**src/rtl/sdinit_pkg.sv**
```systemverilog
`timescale 1ns/1ps
package sdinit_pkg;

  localparam int MODE_W = 11;
  localparam int BANK_W = 2;
  localparam int AP_BIT = 10;

  typedef enum logic [1:0] {
    CMD_NOP = 2'd0,
    CMD_PRE = 2'd1,
    CMD_REF = 2'd2,
    CMD_MRS = 2'd3
  } sd_cmd_e;

  typedef enum logic [2:0] {
    ST_WAIT    = 3'd0,
    ST_PRE     = 3'd1,
    ST_PRE_GAP = 3'd2,
    ST_REF     = 3'd3,
    ST_REF_GAP = 3'd4,
    ST_MRS     = 3'd5,
    ST_MRS_GAP = 3'd6,
    ST_DONE    = 3'd7
  } seq_state_e;

  // Zero the reserved and test-mode bits, and replace a reserved latency code with 3.
  function automatic logic [MODE_W-1:0] clean_mode(input logic [MODE_W-1:0] raw);
    logic [MODE_W-1:0] r;
    r      = raw;
    r[10]  = 1'b0;
    r[8:7] = 2'b00;
    if (raw[6:4] != 3'b010 && raw[6:4] != 3'b011)
      r[6:4] = 3'b011;
    return r;
  endfunction

endpackage

```
**src/rtl/sdinit_timer.sv**
```systemverilog
`timescale 1ns/1ps
module sdinit_timer #(
  parameter int CNT_W    = 8,
  parameter int INIT_VAL = 0
) (
  input  logic             clk,
  input  logic             rst_n,
  input  logic             load,
  input  logic [CNT_W-1:0] load_val,
  output logic             zero
);

  logic [CNT_W-1:0] cnt;

  always_ff @(posedge clk or negedge rst_n) begin
    if (!rst_n)
      cnt <= CNT_W'(INIT_VAL);
    else if (load)
      cnt <= load_val;
    else if (cnt != '0)
      cnt <= cnt - 1'b1;
  end

  assign zero = (cnt == '0);

endmodule

```
**src/rtl/sdinit_cmd_enc.sv**
```systemverilog
`timescale 1ns/1ps
module sdinit_cmd_enc
  import sdinit_pkg::*;
(
  input  sd_cmd_e            cmd,
  input  logic [MODE_W-1:0]  mode_word,
  output logic               cs_n,
  output logic               ras_n,
  output logic               cas_n,
  output logic               we_n,
  output logic [MODE_W-1:0]  addr,
  output logic [BANK_W-1:0]  ba
);

  always_comb begin
    cs_n  = 1'b0;
    ras_n = 1'b1;
    cas_n = 1'b1;
    we_n  = 1'b1;
    addr  = '0;
    ba    = '0;
    case (cmd)
      CMD_PRE: begin
        ras_n        = 1'b0;
        we_n         = 1'b0;
        addr[AP_BIT] = 1'b1;
      end
      CMD_REF: begin
        ras_n = 1'b0;
        cas_n = 1'b0;
      end
      CMD_MRS: begin
        ras_n = 1'b0;
        cas_n = 1'b0;
        we_n  = 1'b0;
        addr  = clean_mode(mode_word);
      end
      default: ;
    endcase
  end

endmodule

```
**src/rtl/sdram_powerup_seq.sv**
```systemverilog
`timescale 1ns/1ps
module sdram_powerup_seq
  import sdinit_pkg::*;
#(
  parameter int CLK_MHZ       = 125,
  parameter int WAIT_US       = 200,
  parameter int T_RP          = 3,
  parameter int T_RFC         = 9,
  parameter int T_MRD         = 2,
  parameter int REFRESH_COUNT = 8,
  parameter int MRS_FIRST     = 0,
  parameter int DQM_W         = 4
) (
  input  logic              clk,
  input  logic              rst_n,
  input  logic [10:0]       mode_cfg,
  output logic              sd_cke,
  output logic              sd_cs_n,
  output logic              sd_ras_n,
  output logic              sd_cas_n,
  output logic              sd_we_n,
  output logic [DQM_W-1:0]  sd_dqm,
  output logic [10:0]       sd_addr,
  output logic [1:0]        sd_ba,
  output logic              init_done
);

  localparam int WAIT_RAW = CLK_MHZ * WAIT_US;
  localparam int WAIT_CYC = (WAIT_RAW < 1) ? 1 : WAIT_RAW;
  localparam int RP       = (T_RP  < 1) ? 1 : T_RP;
  localparam int RFC      = (T_RFC < 1) ? 1 : T_RFC;
  localparam int MRD      = (T_MRD < 1) ? 1 : T_MRD;
  localparam int REF_N    = (REFRESH_COUNT < 2) ? 2 : REFRESH_COUNT;
  localparam int REF_W    = $clog2(REF_N + 1);
  localparam int MAX_A    = (WAIT_CYC > RP) ? WAIT_CYC : RP;
  localparam int MAX_B    = (RFC > MRD) ? RFC : MRD;
  localparam int MAX_V    = (MAX_A > MAX_B) ? MAX_A : MAX_B;
  localparam int CNT_W    = $clog2(MAX_V + 1);

  seq_state_e       state, nxt;
  logic [REF_W-1:0] refs_done;
  logic             mrs_done;
  logic             tmr_load, tmr_zero;
  logic [CNT_W-1:0] tmr_val;
  sd_cmd_e          cmd;

  // Internal events brought out for the checker.
  logic ev_pre, ev_ref, ev_mrs;
  assign ev_pre = (state == ST_PRE);
  assign ev_ref = (state == ST_REF);
  assign ev_mrs = (state == ST_MRS);

  function automatic seq_state_e pick_next(input logic m_done, input logic [REF_W-1:0] r_done);
    if (MRS_FIRST != 0 && !m_done)  return ST_MRS;
    if (r_done < REF_W'(REF_N))     return ST_REF;
    if (!m_done)                    return ST_MRS;
    return ST_DONE;
  endfunction

  sdinit_timer #(.CNT_W(CNT_W), .INIT_VAL(WAIT_CYC - 1)) u_timer (
    .clk      (clk),
    .rst_n    (rst_n),
    .load     (tmr_load),
    .load_val (tmr_val),
    .zero     (tmr_zero)
  );

  always_comb begin
    nxt      = state;
    tmr_load = 1'b0;
    tmr_val  = '0;
    unique case (state)
      ST_WAIT:    if (tmr_zero) nxt = ST_PRE;
      ST_PRE: begin
        nxt = ST_PRE_GAP; tmr_load = 1'b1; tmr_val = CNT_W'(RP - 1);
      end
      ST_REF: begin
        nxt = ST_REF_GAP; tmr_load = 1'b1; tmr_val = CNT_W'(RFC - 1);
      end
      ST_MRS: begin
        nxt = ST_MRS_GAP; tmr_load = 1'b1; tmr_val = CNT_W'(MRD - 1);
      end
      ST_PRE_GAP, ST_REF_GAP, ST_MRS_GAP:
        if (tmr_zero) nxt = pick_next(mrs_done, refs_done);
      ST_DONE:    nxt = ST_DONE;
      default:    nxt = ST_WAIT;
    endcase
  end

  always_ff @(posedge clk or negedge rst_n) begin
    if (!rst_n) begin
      state     <= ST_WAIT;
      refs_done <= '0;
      mrs_done  <= 1'b0;
    end else begin
      state <= nxt;
      if (ev_ref) refs_done <= refs_done + 1'b1;
      if (ev_mrs) mrs_done  <= 1'b1;
    end
  end

  always_comb begin
    case (state)
      ST_PRE:  cmd = CMD_PRE;
      ST_REF:  cmd = CMD_REF;
      ST_MRS:  cmd = CMD_MRS;
      default: cmd = CMD_NOP;
    endcase
  end

  sdinit_cmd_enc u_enc (
    .cmd       (cmd),
    .mode_word (mode_cfg),
    .cs_n      (sd_cs_n),
    .ras_n     (sd_ras_n),
    .cas_n     (sd_cas_n),
    .we_n      (sd_we_n),
    .addr      (sd_addr),
    .ba        (sd_ba)
  );

  assign sd_cke    = 1'b1;
  assign sd_dqm    = '1;
  assign init_done = (state == ST_DONE);

endmodule

```
**config.mk**
```make
export PLATFORM = sky130hd
export DESIGN_NAME = sdram_powerup_seq
export DESIGN_NICKNAME = d
export VERILOG_FILES = /design/src/rtl/sdinit_pkg.sv /design/src/rtl/sdinit_timer.sv /design/src/rtl/sdinit_cmd_enc.sv /design/src/rtl/sdram_powerup_seq.sv
export SDC_FILE = /design/constraint.sdc
export NUM_CORES = 1
export LEC_CHECK = 0
export CELL_PAD_IN_SITES_DETAIL_PLACEMENT = 2
export CELL_PAD_IN_SITES_GLOBAL_PLACEMENT = 2
export CORE_MARGIN = 2
export CORE_UTILIZATION = 37
export DETAILED_ROUTE_END_ITERATION = 8
export DONT_BUFFER_PORTS = 1
export PLACE_DENSITY = 0.86
export RECOVER_POWER = 100
export SYNTH_ARGS = -nofsm -noshare
export SYNTH_HDL_FRONTEND = slang
export SYNTH_SLANG_ARGS = --single-unit
```
**constraint.sdc**
```tcl
create_clock -name clk -period 2.7 [get_ports clk]
set_input_delay 0.54 -clock clk [delete_from_list [all_inputs] [get_ports clk]]
set_output_delay 0.54 -clock clk [all_outputs]
set_load 0.03 [all_outputs]
```
==> results.sh <==
export IMPL_status="completed"
export IMPL_grt_util_all_layers_pct=18.4
export IMPL_grt_first_pass_wirelength_um=5890
export IMPL_syn2layout_area_growth_pct=4.96
export IMPL_wl_per_cell_um=18.6
export IMPL_cts_path_max_buffers=2
export IMPL_drv_cap=0
export IMPL_drv_slew=0
export IMPL_nNetsFinal=161
export IMPL_die_w_um=64.7
export IMPL_p_leak_nw=0.602
export IMPL_root_buffer="clkbuf_8"
export IMPL_seqPwrFrac_pct=58.5
export IMPL_cts_setup_buffers=0
export IMPL_async_flop_share_pct=100
export IMPL_grt_max_degree=16
export IMPL_vias=1053
export IMPL_setup_viol=0
export IMPL_grt_setup_unrepaired="no"
export IMPL_fmax_mhz=432
export IMPL_drtPass1Iterations=3
export IMPL_drc=0
export IMPL_powerDensity_nw_per_um2=412
export IMPL_drive_above_1_share_pct=14.5
export IMPL_ys_ff_latch=23
export IMPL_avgSynthCellArea_um2=9.45
export IMPL_die_area_um2=4180
export IMPL_wirelength_um=3600
export IMPL_drtIter0Drc=22
export IMPL_utilization_pct=39.6
export IMPL_clk_pin_slew_worst_paths_ns=0.09
export IMPL_crit_path_end_kind="output port"
export IMPL_synth_edf_count=0
export IMPL_synthCells=144
export IMPL_cts_tree="built"
export IMPL_period_minus_slack_ns=2.32
export IMPL_worstPathMaxFanout=8
export IMPL_io_pins=36
export IMPL_finalCritPeriodShare_pct=85.7
export IMPL_cts_max_level=1
export IMPL_clock_skew_ns=0.00670
export IMPL_maxSlewHeadroom_pct=50.0
export IMPL_via_per_inst=5.46
export IMPL_insertion_delay_ns=0.27
export IMPL_p_comb_share_pct=4.5
export IMPL_ys_flop_type="dfrtp_1"
export IMPL_criticalPathCategory="reg2out"
export IMPL_cp_arrival_ns=1.78
export IMPL_ys_warnings_count=0
export IMPL_rows=22
export IMPL_seq_area_frac_synth_pct=43.0
export IMPL_finalHoldViolCount=0
export IMPL_io_buffers=0
export IMPL_intPower_mw=0.450
export IMPL_core_um2=3610
export IMPL_totalNegativeSetupSlack_ns=0
export IMPL_synth_cell_types=42
export IMPL_p_clk_share_pct=37.0
export IMPL_grt_pass1_vias=1145
export IMPL_ant_nets=0
export IMPL_cts_buffers_inserted=3
export IMPL_start_util_pct=37.8
export IMPL_diodes=0
export IMPL_tightestPinTransition_ns=0.747
export IMPL_ir_drop_uv=332
export IMPL_place_congestion=0.708
export IMPL_worstPathRequired_ns=2.16
export IMPL_startpoint_type="flip-flop"
export IMPL_synth_area_um2=1360
export IMPL_rr_worst_depth=6
export IMPL_hpwlAfterDp_um=2520
export IMPL_switching_share_pct=23.6
export IMPL_die_height_um=64.7
export IMPL_min_path_type="in2async"
export IMPL_antenna_found_initial=0
export IMPL_grt_overflow=0
export IMPL_switching_power_mw=0.139
export IMPL_cts_sinks=23
## stage by stage
step                instance area [um^2]  power [mW]  hold WS (ns)  setup WS, ns  std cells
finish                              1430       0.589         0.103         0.385        193
global placement                    1380       0.371         0.245         0.607        188
global route                        1430       0.617        0.0818         0.247        193
CTS                                 1440       0.599        0.0957         0.388        193
floorplan                           1400       0.384         0.244         0.247        153
detailed placement                  1380       0.371         0.246         0.505        188
## cell families after synthesis
| family | after synthesis | synth area share [%] |
|---|---|---|
| multiplexers | 3 | 2.30 |
| buffers and inverters | 22 | 9.28 |
| AND/OR/NAND/NOR | 61 | 27.0 |
| XOR/XNOR | 6 | 3.86 |
| adder cells (fa/ha/maj) | 2 | 1.84 |
| other | 2 | 0.552 |
| flip-flops | 23 | 43.0 |
| AO/OA/AOI/OAI | 25 | 12.1 |
## cell usage in the layout, fill, tap and decap left out, types with 2 or more instances in the layout
| cell | n |
|---|---|
| nand2_1 | 8 |
| or3_1 | 7 |
| nand3b_1 | 2 |
| o22ai_1 | 2 |
| o31ai_1 | 2 |
| ha_1 | 2 |
| nor2_1 | 11 |
| or4_1 | 4 |
| mux2i_1 | 2 |
| a211oi_1 | 2 |
| o21ai_0 | 3 |
| xnor2_1 | 4 |
| dfrtp_1 | 15 |
| or2_2 | 2 |
| xor2_1 | 2 |
| nor4_1 | 4 |
| a21oi_1 | 9 |
| nor3_1 | 6 |
| inv_1 | 3 |
| clkbuf_1 | 3 |
| buf_4 | 2 |
| conb_1 | 11 |
| nand2b_1 | 4 |
| clkbuf_8 | 3 |
| and2_0 | 6 |
| dfstp_2 | 8 |
## power groups by stage
stage                     sequential, mW  combinational [mW]  clock, mW
final                              0.345              0.0263      0.218
after global routing               0.345              0.0279      0.244
after CTS                          0.345              0.0262      0.228
after detailed placement           0.351              0.0202          0
after global placement             0.351              0.0202          0
after floorplan                    0.351              0.0326          0
## layout make-up
type	instances	area, um^2
fill	405	2180
clock buffer	3	41.3
tap	48	60.1
sequential	23	586
inverter	4	15.0
timing repair buffer	6	36.3
multi-input combinational	108	683
clock inverter	1	7.51
## registers in the layout, indices dropped and copies added, names as in the netlist
signal       flops
u_timer.cnt     15
refs_done        4
state            3
mrs_done         1
## critical path: stages, from the launching register on
cell and delay, ns:
dfrtp_1 0.52, inv_1 0.16, nor2_1 0.35, and2_0 0.48
## cells in the mapped netlist (all sizes together), types with 2 or more instances
cell / n / area [um^2]
nor2: 11 / 41.3
dfstp: 8 / 210
a211oi: 2 / 15.0
o22ai: 2 / 12.5
nor4: 5 / 46.3
xor2: 2 / 17.5
nand3b: 2 / 15.0
or3: 7 / 43.8
ha: 2 / 25.0
or4: 5 / 41.3
xnor2: 4 / 35.0
dfrtp: 15 / 375
nand2b: 4 / 25.0
or2: 2 / 12.5
nor3: 6 / 30.0
buf: 13 / 92.6
inv: 3 / 11.3
and2: 6 / 37.5
o21ai: 3 / 15.0
nand2: 8 / 30.0
a21oi: 9 / 45.0
clkbuf: 5 / 18.8
o31ai: 2 / 15.0
conb: 2 / 7.51
mux2i: 2 / 20.0
## worst paths after layout
kind	from	to	slack, ns
max	state[2]	sd_addr[9]	0.38
min	rst_n	u_timer.cnt[0]	0.10
max reg2reg	u_timer.cnt[0]	u_timer.cnt[5]	0.38
min reg2reg	mrs_done	mrs_done	0.49
max in group asynchronous	rst_n	u_timer.cnt[12]	1.45
min in group clk	mrs_done	mrs_done	0.49
## per-layer routing
metal	track usage, %	share of wire [%]	up-vias	wire length (um)
li1	-	-	493	-
met1	21.6	40	549	1430
met2	34.9	58	9	2070
met4	3.99	0.56	0	20
met3	3.30	2.0	2	73
met5	0	0	-	0
## what timing repair did
action                                 4_1_cts  5_1_grt
hold buffers                                 1        0
endpoints found under the hold margin       15        0
gates resized for setup                      0        0
Note: power is estimated with default switching activity, not from simulation.
